<file path="src/rtl/slot_par_pkg.sv">
package slot_par_pkg;
  localparam int SLOT_BITS = 8;
  localparam int CNT_W     = $clog2(SLOT_BITS);

  typedef enum logic {
    SRC_INTERNAL = 1'b0,
    SRC_EXTERNAL = 1'b1
  } tx_src_e;
endpackage

</file>
<file path="src/rtl/slot_par_acc.sv">
module slot_par_acc
  import slot_par_pkg::*;
(
  input  logic    clk,
  input  logic    rst_n,
  input  logic    bit_en,
  input  logic    slot_end,
  input  logic    din,
  input  logic    sense,
  input  tx_src_e src,
  input  logic    ext_bit,
  output logic    par_o
);
  logic             acc_q, acc_d;
  logic             par_q, par_d;
  logic [CNT_W-1:0] cnt_q, cnt_d;

  always_comb begin
    acc_d = acc_q;
    par_d = par_q;
    cnt_d = cnt_q;
    if (slot_end) begin
      acc_d = 1'b0;
      cnt_d = '0;
      if (src == SRC_EXTERNAL) par_d = ext_bit;
      else                     par_d = acc_q ^ din ^ sense;
    end else begin
      acc_d = acc_q ^ din;
      cnt_d = cnt_q + 1'b1;
    end
  end

  always_ff @(posedge clk or negedge rst_n) begin
    if (!rst_n) begin
      acc_q <= 1'b0;
      par_q <= 1'b0;
      cnt_q <= '0;
    end else if (bit_en) begin
      acc_q <= acc_d;
      par_q <= par_d;
      cnt_q <= cnt_d;
    end
  end

  assign par_o = par_q;


  slot_hold_chk: assert property (@(posedge clk) disable iff (!rst_n)
    !(bit_en && slot_end) |=> $stable(par_o));


  slot_len_chk: assert property (@(posedge clk) disable iff (!rst_n)
    (bit_en && slot_end) |-> (cnt_q == CNT_W'(SLOT_BITS - 1)));
endmodule

</file>
<file path="src/rtl/dfrm_par_acc.sv">
module dfrm_par_acc (
  input  logic clk,
  input  logic rst_n,
  input  logic bit_en,
  input  logic enable,
  input  logic dfrm_start,
  input  logic din,
  output logic par_o
);
  logic acc_q, acc_d;
  logic res_q, res_d;
  logic upd;

  assign upd = bit_en || !enable;

  always_comb begin
    acc_d = acc_q;
    res_d = res_q;
    if (!enable) begin
      acc_d = 1'b0;
      res_d = 1'b0;
    end else if (dfrm_start) begin
      res_d = acc_q;
      acc_d = din;
    end else begin
      acc_d = acc_q ^ din;
    end
  end

  always_ff @(posedge clk or negedge rst_n) begin
    if (!rst_n) begin
      acc_q <= 1'b0;
      res_q <= 1'b0;
    end else if (upd) begin
      acc_q <= acc_d;
      res_q <= res_d;
    end
  end

  assign par_o = res_q;


  dfrm_off_chk: assert property (@(posedge clk) disable iff (!rst_n)
    !enable |=> !par_o);


  dfrm_hold_chk: assert property (@(posedge clk) disable iff (!rst_n)
    (enable && !(bit_en && dfrm_start)) |=> $stable(par_o));
endmodule

</file>
<file path="src/rtl/slot_parity_unit.sv">
module slot_parity_unit
  import slot_par_pkg::*;
(
  input  logic clk,
  input  logic rst_n,
  input  logic bit_en,
  input  logic slot_last,
  input  logic dfrm_start,
  input  logic mode30,
  input  logic rx_data,
  input  logic rx_par_odd,
  input  logic tx_data,
  input  logic tx_ext_sel,
  input  logic tx_ext_par,
  input  logic tx_ext_inv,
  output logic rx_par,
  output logic tx_par,
  output logic dfrm_par
);
  tx_src_e tx_src;
  logic    tx_ext_bit;

  always_comb begin
    if (mode30 || tx_ext_sel) tx_src = SRC_EXTERNAL;
    else                      tx_src = SRC_INTERNAL;
  end

  assign tx_ext_bit = tx_ext_par ^ tx_ext_inv;

  slot_par_acc u_rx_slot (
    .clk      (clk),
    .rst_n    (rst_n),
    .bit_en   (bit_en),
    .slot_end (slot_last),
    .din      (rx_data),
    .sense    (rx_par_odd),
    .src      (SRC_INTERNAL),
    .ext_bit  (1'b0),
    .par_o    (rx_par)
  );

  slot_par_acc u_tx_slot (
    .clk      (clk),
    .rst_n    (rst_n),
    .bit_en   (bit_en),
    .slot_end (slot_last),
    .din      (tx_data),
    .sense    (1'b0),
    .src      (tx_src),
    .ext_bit  (tx_ext_bit),
    .par_o    (tx_par)
  );

  dfrm_par_acc u_dfrm (
    .clk        (clk),
    .rst_n      (rst_n),
    .bit_en     (bit_en),
    .enable     (mode30),
    .dfrm_start (dfrm_start),
    .din        (rx_data),
    .par_o      (dfrm_par)
  );


  tx_mode30_ext_chk: assert property (@(posedge clk) disable iff (!rst_n)
    (mode30 && bit_en && slot_last) |=> (tx_par == $past(tx_ext_par ^ tx_ext_inv)));


  reset_zero_chk: assert property (@(posedge clk)
    !rst_n |-> (!rx_par && !tx_par && !dfrm_par));
endmodule

</file>
<file path="config.mk">
export PLATFORM = sky130hd
export DESIGN_NAME = slot_parity_unit
export DESIGN_NICKNAME = d
export VERILOG_FILES = /design/src/rtl/slot_par_pkg.sv /design/src/rtl/slot_par_acc.sv /design/src/rtl/dfrm_par_acc.sv /design/src/rtl/slot_parity_unit.sv
export SDC_FILE = /design/constraint.sdc
export NUM_CORES = 1
export LEC_CHECK = 0
export BUFFER_PORTS_ARGS = -buffer_cell sky130_fd_sc_hd__buf_2
export CORE_AREA = 5 5 42 44
export DETAILED_ROUTE_END_ITERATION = 16
export DIE_AREA = 0 0 47 49
export GPL_ROUTABILITY_DRIVEN = 0
export PLACE_DENSITY = 0.52
export SLEW_MARGIN = 20
export SYNTH_ARGS = -nofsm -noshare
export SYNTH_HDL_FRONTEND = slang
export SYNTH_SLANG_ARGS = --single-unit
export TNS_END_PERCENT = 30
</file>
<file path="constraint.sdc">
create_clock -name clk -period 1.7 [get_ports clk]
set_input_delay 0.17 -clock clk [delete_from_list [all_inputs] [get_ports clk]]
set_output_delay 0.17 -clock clk [all_outputs]
set_load 0.1 [all_outputs]
</file>
After elaboration in Yosys (flattened, before gate mapping)

Cells that the tools add are included.

Bits of input ports: 12
Register bits after elaboration: 6
Output and inout port bits: 3
Word-level logic and storage cells: 25

Muxes and demuxes: 8
Bitwise operators: 5
Reduce and logical (&&, ||, !) cells: 5
Equality and inequality tests: 1

Operator list:

| kind               | number |
|---|---|
| $mux 1             | 8 |
| $xor 1x1->1        | 5 |
| $reduce_and 2->1   | 2 |
| $logic_or 1x1->1   | 2 |
| $ne 2x2->1 const B | 1 |
| $logic_not 1->1    | 1 |

Logic depth before layout (Yosys ltp)

Depth in word-level cells: 3
Depth in mapped cells: 4
Depth with buffers taken out: 3

By module

A second synthesis with hierarchy kept.

Cell total of the unflattened synthesis: 36
Area, all modules: 406.6 um2

Modules (own cells, without submodules):

| module           | seq. area each (um2) | times used | cells each | area each (um2) |
|---|---|---|---|---|
| slot_par_acc     | 50.0                 | 2          | 11         | 137.6 |
| dfrm_par_acc     | 50.0                 | 1          | 11         | 112.6 |
| slot_parity_unit | 0.0                  | 1          | 3          | 18.8 |

Worst setup path before layout

OpenSTA, ideal clock, no wires.

Path kind: reg2reg
Start point: register, netlist name u_rx_slot.par_o
End point: register u_rx_slot.par_q, in the netlist u_rx_slot.par_o
Arrival time: 1.134 ns
Cell stages (with the launch flop): 2
Buffers on the path: 0
Data required time: 1.574 ns
Slack: 0.440 ns
Cells stage by stage: dfrtp_1 mux2_2

RTL lines:

| item                 | RTL line           | text |
|---|---|---|
| to (signal assigned) | slot_par_acc.sv:40 | `par_q <= par_d;` |
| to (decl)            | slot_par_acc.sv:15 | `logic par_q, par_d;` |

Worst setup path after layout

Start point: register u_tx_slot.par_q, in the netlist u_tx_slot.par_o
End point: output port tx_par

RTL lines:

| item                   | RTL line               | text |
|---|---|---|
| from (decl)            | slot_par_acc.sv:15     |  |
| from (signal assigned) | slot_par_acc.sv:40     |  |
| to (decl)              | slot_parity_unit.sv:17 | `output logic tx_par,` |

No word-level cell between the ends.

==> summary.md <==
| Metric | Value |
|---|---|
| Yosys top cell area share | 0.4545 |
| Largest family of logic cells by synthesized area | compound AO/OA/AOI/OAI gates |
| Compound-Gate Fraction of Synth Area | 0.1477 |
| CP peak stage delay | 420 ps |
| Clock slew at reported path FFs | 50 ps |
| Hold Crit Class | in2reg |
| Total setup buffers inserted after CTS | 0 |
| RSZ-0062 raised after global routing | false |
| Post-synthesis mux area share | 0.09848 |
| I/O Pins | 15 |
| Root Buffer | clkbuf_4 |
| Final setup viols | 0 |
| Worst path bufs/invs | 1 |
| Synthesized flop and latch total | 6 |
| Most frequent cells in the layout | buf_2 (14), dfrtp_1 (6), nand2_1 (5) |
| Synth Net Count | 45 |
| Worst setup path startpoint | u_tx_slot.par_o |
| First-pass GRT wire length | 1221 um |
| Vias in the first global route | 329 |
| Die area | 0.002303 mm^2 |
| Core area | 0.001401 mm^2 |
| Slew @ Worst Pin | 484.9 ps |
| Worst setup EP type | output pin |
| Final-report max-slew violation count | 0 |
| Power per cell area | 1087 mW/mm^2 |
| Pleak | 0.2082 nW |
| Number of flops mapped to enable cells by yosys | 0 |
| Port Buffers | 14 |
| Vias | 295 |
| Critical Path AT | 1000 ps |
| Clk_skew | 1.993 ps |
| Crit-path cells | buf_2 |
| Initial antenna violation count | 0 |
| Slowest cell on crit path | buf_2 |
| Run status | completed |
| Core Rows | 14 |
| Via/cell ratio | 4.470 |
| Asr flop ratio synth | 1.000 |
| TritonRoute pass-1 iters | 2 |
| Critical path type | reg2out |
| Layout fillers | 161 |
| Post-Synth Adder-Cell Area | 0 |
| Die span in y | 49 um |
| Period minus WS final | 1172 ps |
| Data required, critical path | 1530 ps |
| Worst r2r src | u_dfrm.acc_q |
| Post-route DRC | 0 |
| Largest delay share family, worst path | buffers and inverters |
| Simple-gate area share of the yosys netlist | 0.1477 |
| Post-CTS Resized | 0 |
| Mapped Area | 330.3 um^2 |
| Setup TNS | 0 ps |
| XOR/XNOR Fraction of Synth Area | 0.1061 |
| Maxcap violations | 0 |
| Rel. slew slack | 0.6790 |
| Sequential share of the synthesized area | 0.4545 |
| Synth top area cells | dfrtp_1 (45%), mux2_2 (6.8%), o21ai_0 (6.1%) |
| Period utilization | 0.6896 |
| VDD IR max | 0.4550 mV |
| Largest net degree at the start of global routing | 10 |
| Total area of sequential cells | 150.1 um^2 |
| FMAX | 0.8530 GHz |
| CTS tree | yes |
| Initial Util | 0.2357 |
| Dominant cell type by area after synthesis | dfrtp_1 |
| Most common cell after layout, fill and taps aside | buf_2 |
| Multi-input logic area | 165.2 um^2 |
| Hold_buf cts | 1 |
| CTS max path bufs | 2 |
| Fin Hold WS | 146.0 ps |
| Distinct cells, synth | 17 |
| Gr ovfl total | 0 |
| Endpoints failing hold | 0 |
| CTS buffer count | 3 |
| Total number of H-tree levels | 1 |
| Ys flop type | dfrtp_1 |
| Synthesized instance count | 33 |
| GRT Total Usage | 0.07567 |
| Min-delay src | slot_last |
| Critical path fanouts, max | 2 |
| Diodes inserted | 0 |
| # nets final | 64 |
| Clock sinks | 6 |
| Clk_lat worst skew | 240 ps |
| Layout cell share with drive strength beyond 1 | 0.3800 |
| ANT nets after route | 0 |
| Routed length per instance | 10.83 um |
| Synth Warn # | 0 |
| Initial DRC Count | 4 |
| Layout area overhead | 33.71% |
| Final wirelength | 715 um |
| Die Width | 47 um |
| Hpwl dp | 575.5 um |
| Synthesized area per cell | 10.01 um^2 |
| Startpoint types | flop |
## final cells by class
type / instances / area share
Inverter: 1 / 0.008499
Multi-Input combinational cell: 25 / 0.3739
Clock buffer: 3 / 0.05099
Tap cell: 16 / 0.04533
Sequential cell: 6 / 0.3399
Timing Repair Buffer: 15 / 0.1813
## final timing paths
check	endpoint	slack (ps)	cells after the start
max	tx_par	530	1
min	u_tx_slot.acc_q	150	2
max reg2reg	u_dfrm.acc_q	640	3
min reg2reg	u_tx_slot.par_o	490	2
max in group asynchronous	u_dfrm.acc_q	1270	2
min in group asynchronous	u_tx_slot.par_o	280	2
## metrics by stage
| step | total power, mW | utilization | instances | cell area [um^2] | setup slack (ps) |
|---|---|---|---|---|---|
| after floorplan | 0.3118 | - | 33 | 330.3 | 440.5 |
| after global placement | 0.3489 | 0.2920 | 62 | 409.1 | 664.6 |
| after detailed placement | 0.3509 | 0.2920 | 62 | 409.1 | 651.0 |
| after CTS | 0.4878 | 0.3152 | 66 | 441.7 | 516.8 |
| after global routing | 0.5083 | 0.3152 | 66 | 441.7 | 472.5 |
| final | 0.4802 | 0.3152 | 66 | 441.7 | 527.6 |
## state kept, by name, summed over array words and instances, names as in the netlist
signal,flops
u_tx_slot.par_o,1
u_tx_slot.acc_q,1
u_dfrm.acc_q,1
u_rx_slot.par_o,1
u_rx_slot.acc_q,1
u_dfrm.par_o,1
## cells by family after synthesis
kind of cell,Yosys count
buffers and inverters,2
and+or+nand+nor,10
muxes,3
DFF,6
xor gates and xnor gates,4
AOI/OAI and AO/OA,8
## cells in the mapped netlist, drive strengths merged (2+ instances only)
master	count
xnor2	2
nand3b	2
o21ai	4
dfrtp	6
nand2	5
xor2	2
mux2	2
## report_power, final
part	leakage (nW)	total, mW	internal (mW)	switching, mW
logic	0.117	0.174	0.0480	0.126
registers	0.0771	0.175	0.163	0.0122
clock network	0.0138	0.131	0.0798	0.0511
## worst register-to-register path: stages, from the launching register on
cell	delay [ps]
dfrtp_1	370
mux2_2	340
a22oi_1	170
nor2b_1	60
## per-layer routing
metal	wire (um)	GRT usage	part of all wire	up-vias
li1	-	-	-	148
met1	310	0.08686	0.43	134
met2	330	0.1041	0.46	11
met3	65	0.02583	0.091	2
met4	9	0.06912	0.013	0
met5	0	0	0	-
Power figures use the tool's default switching activity.
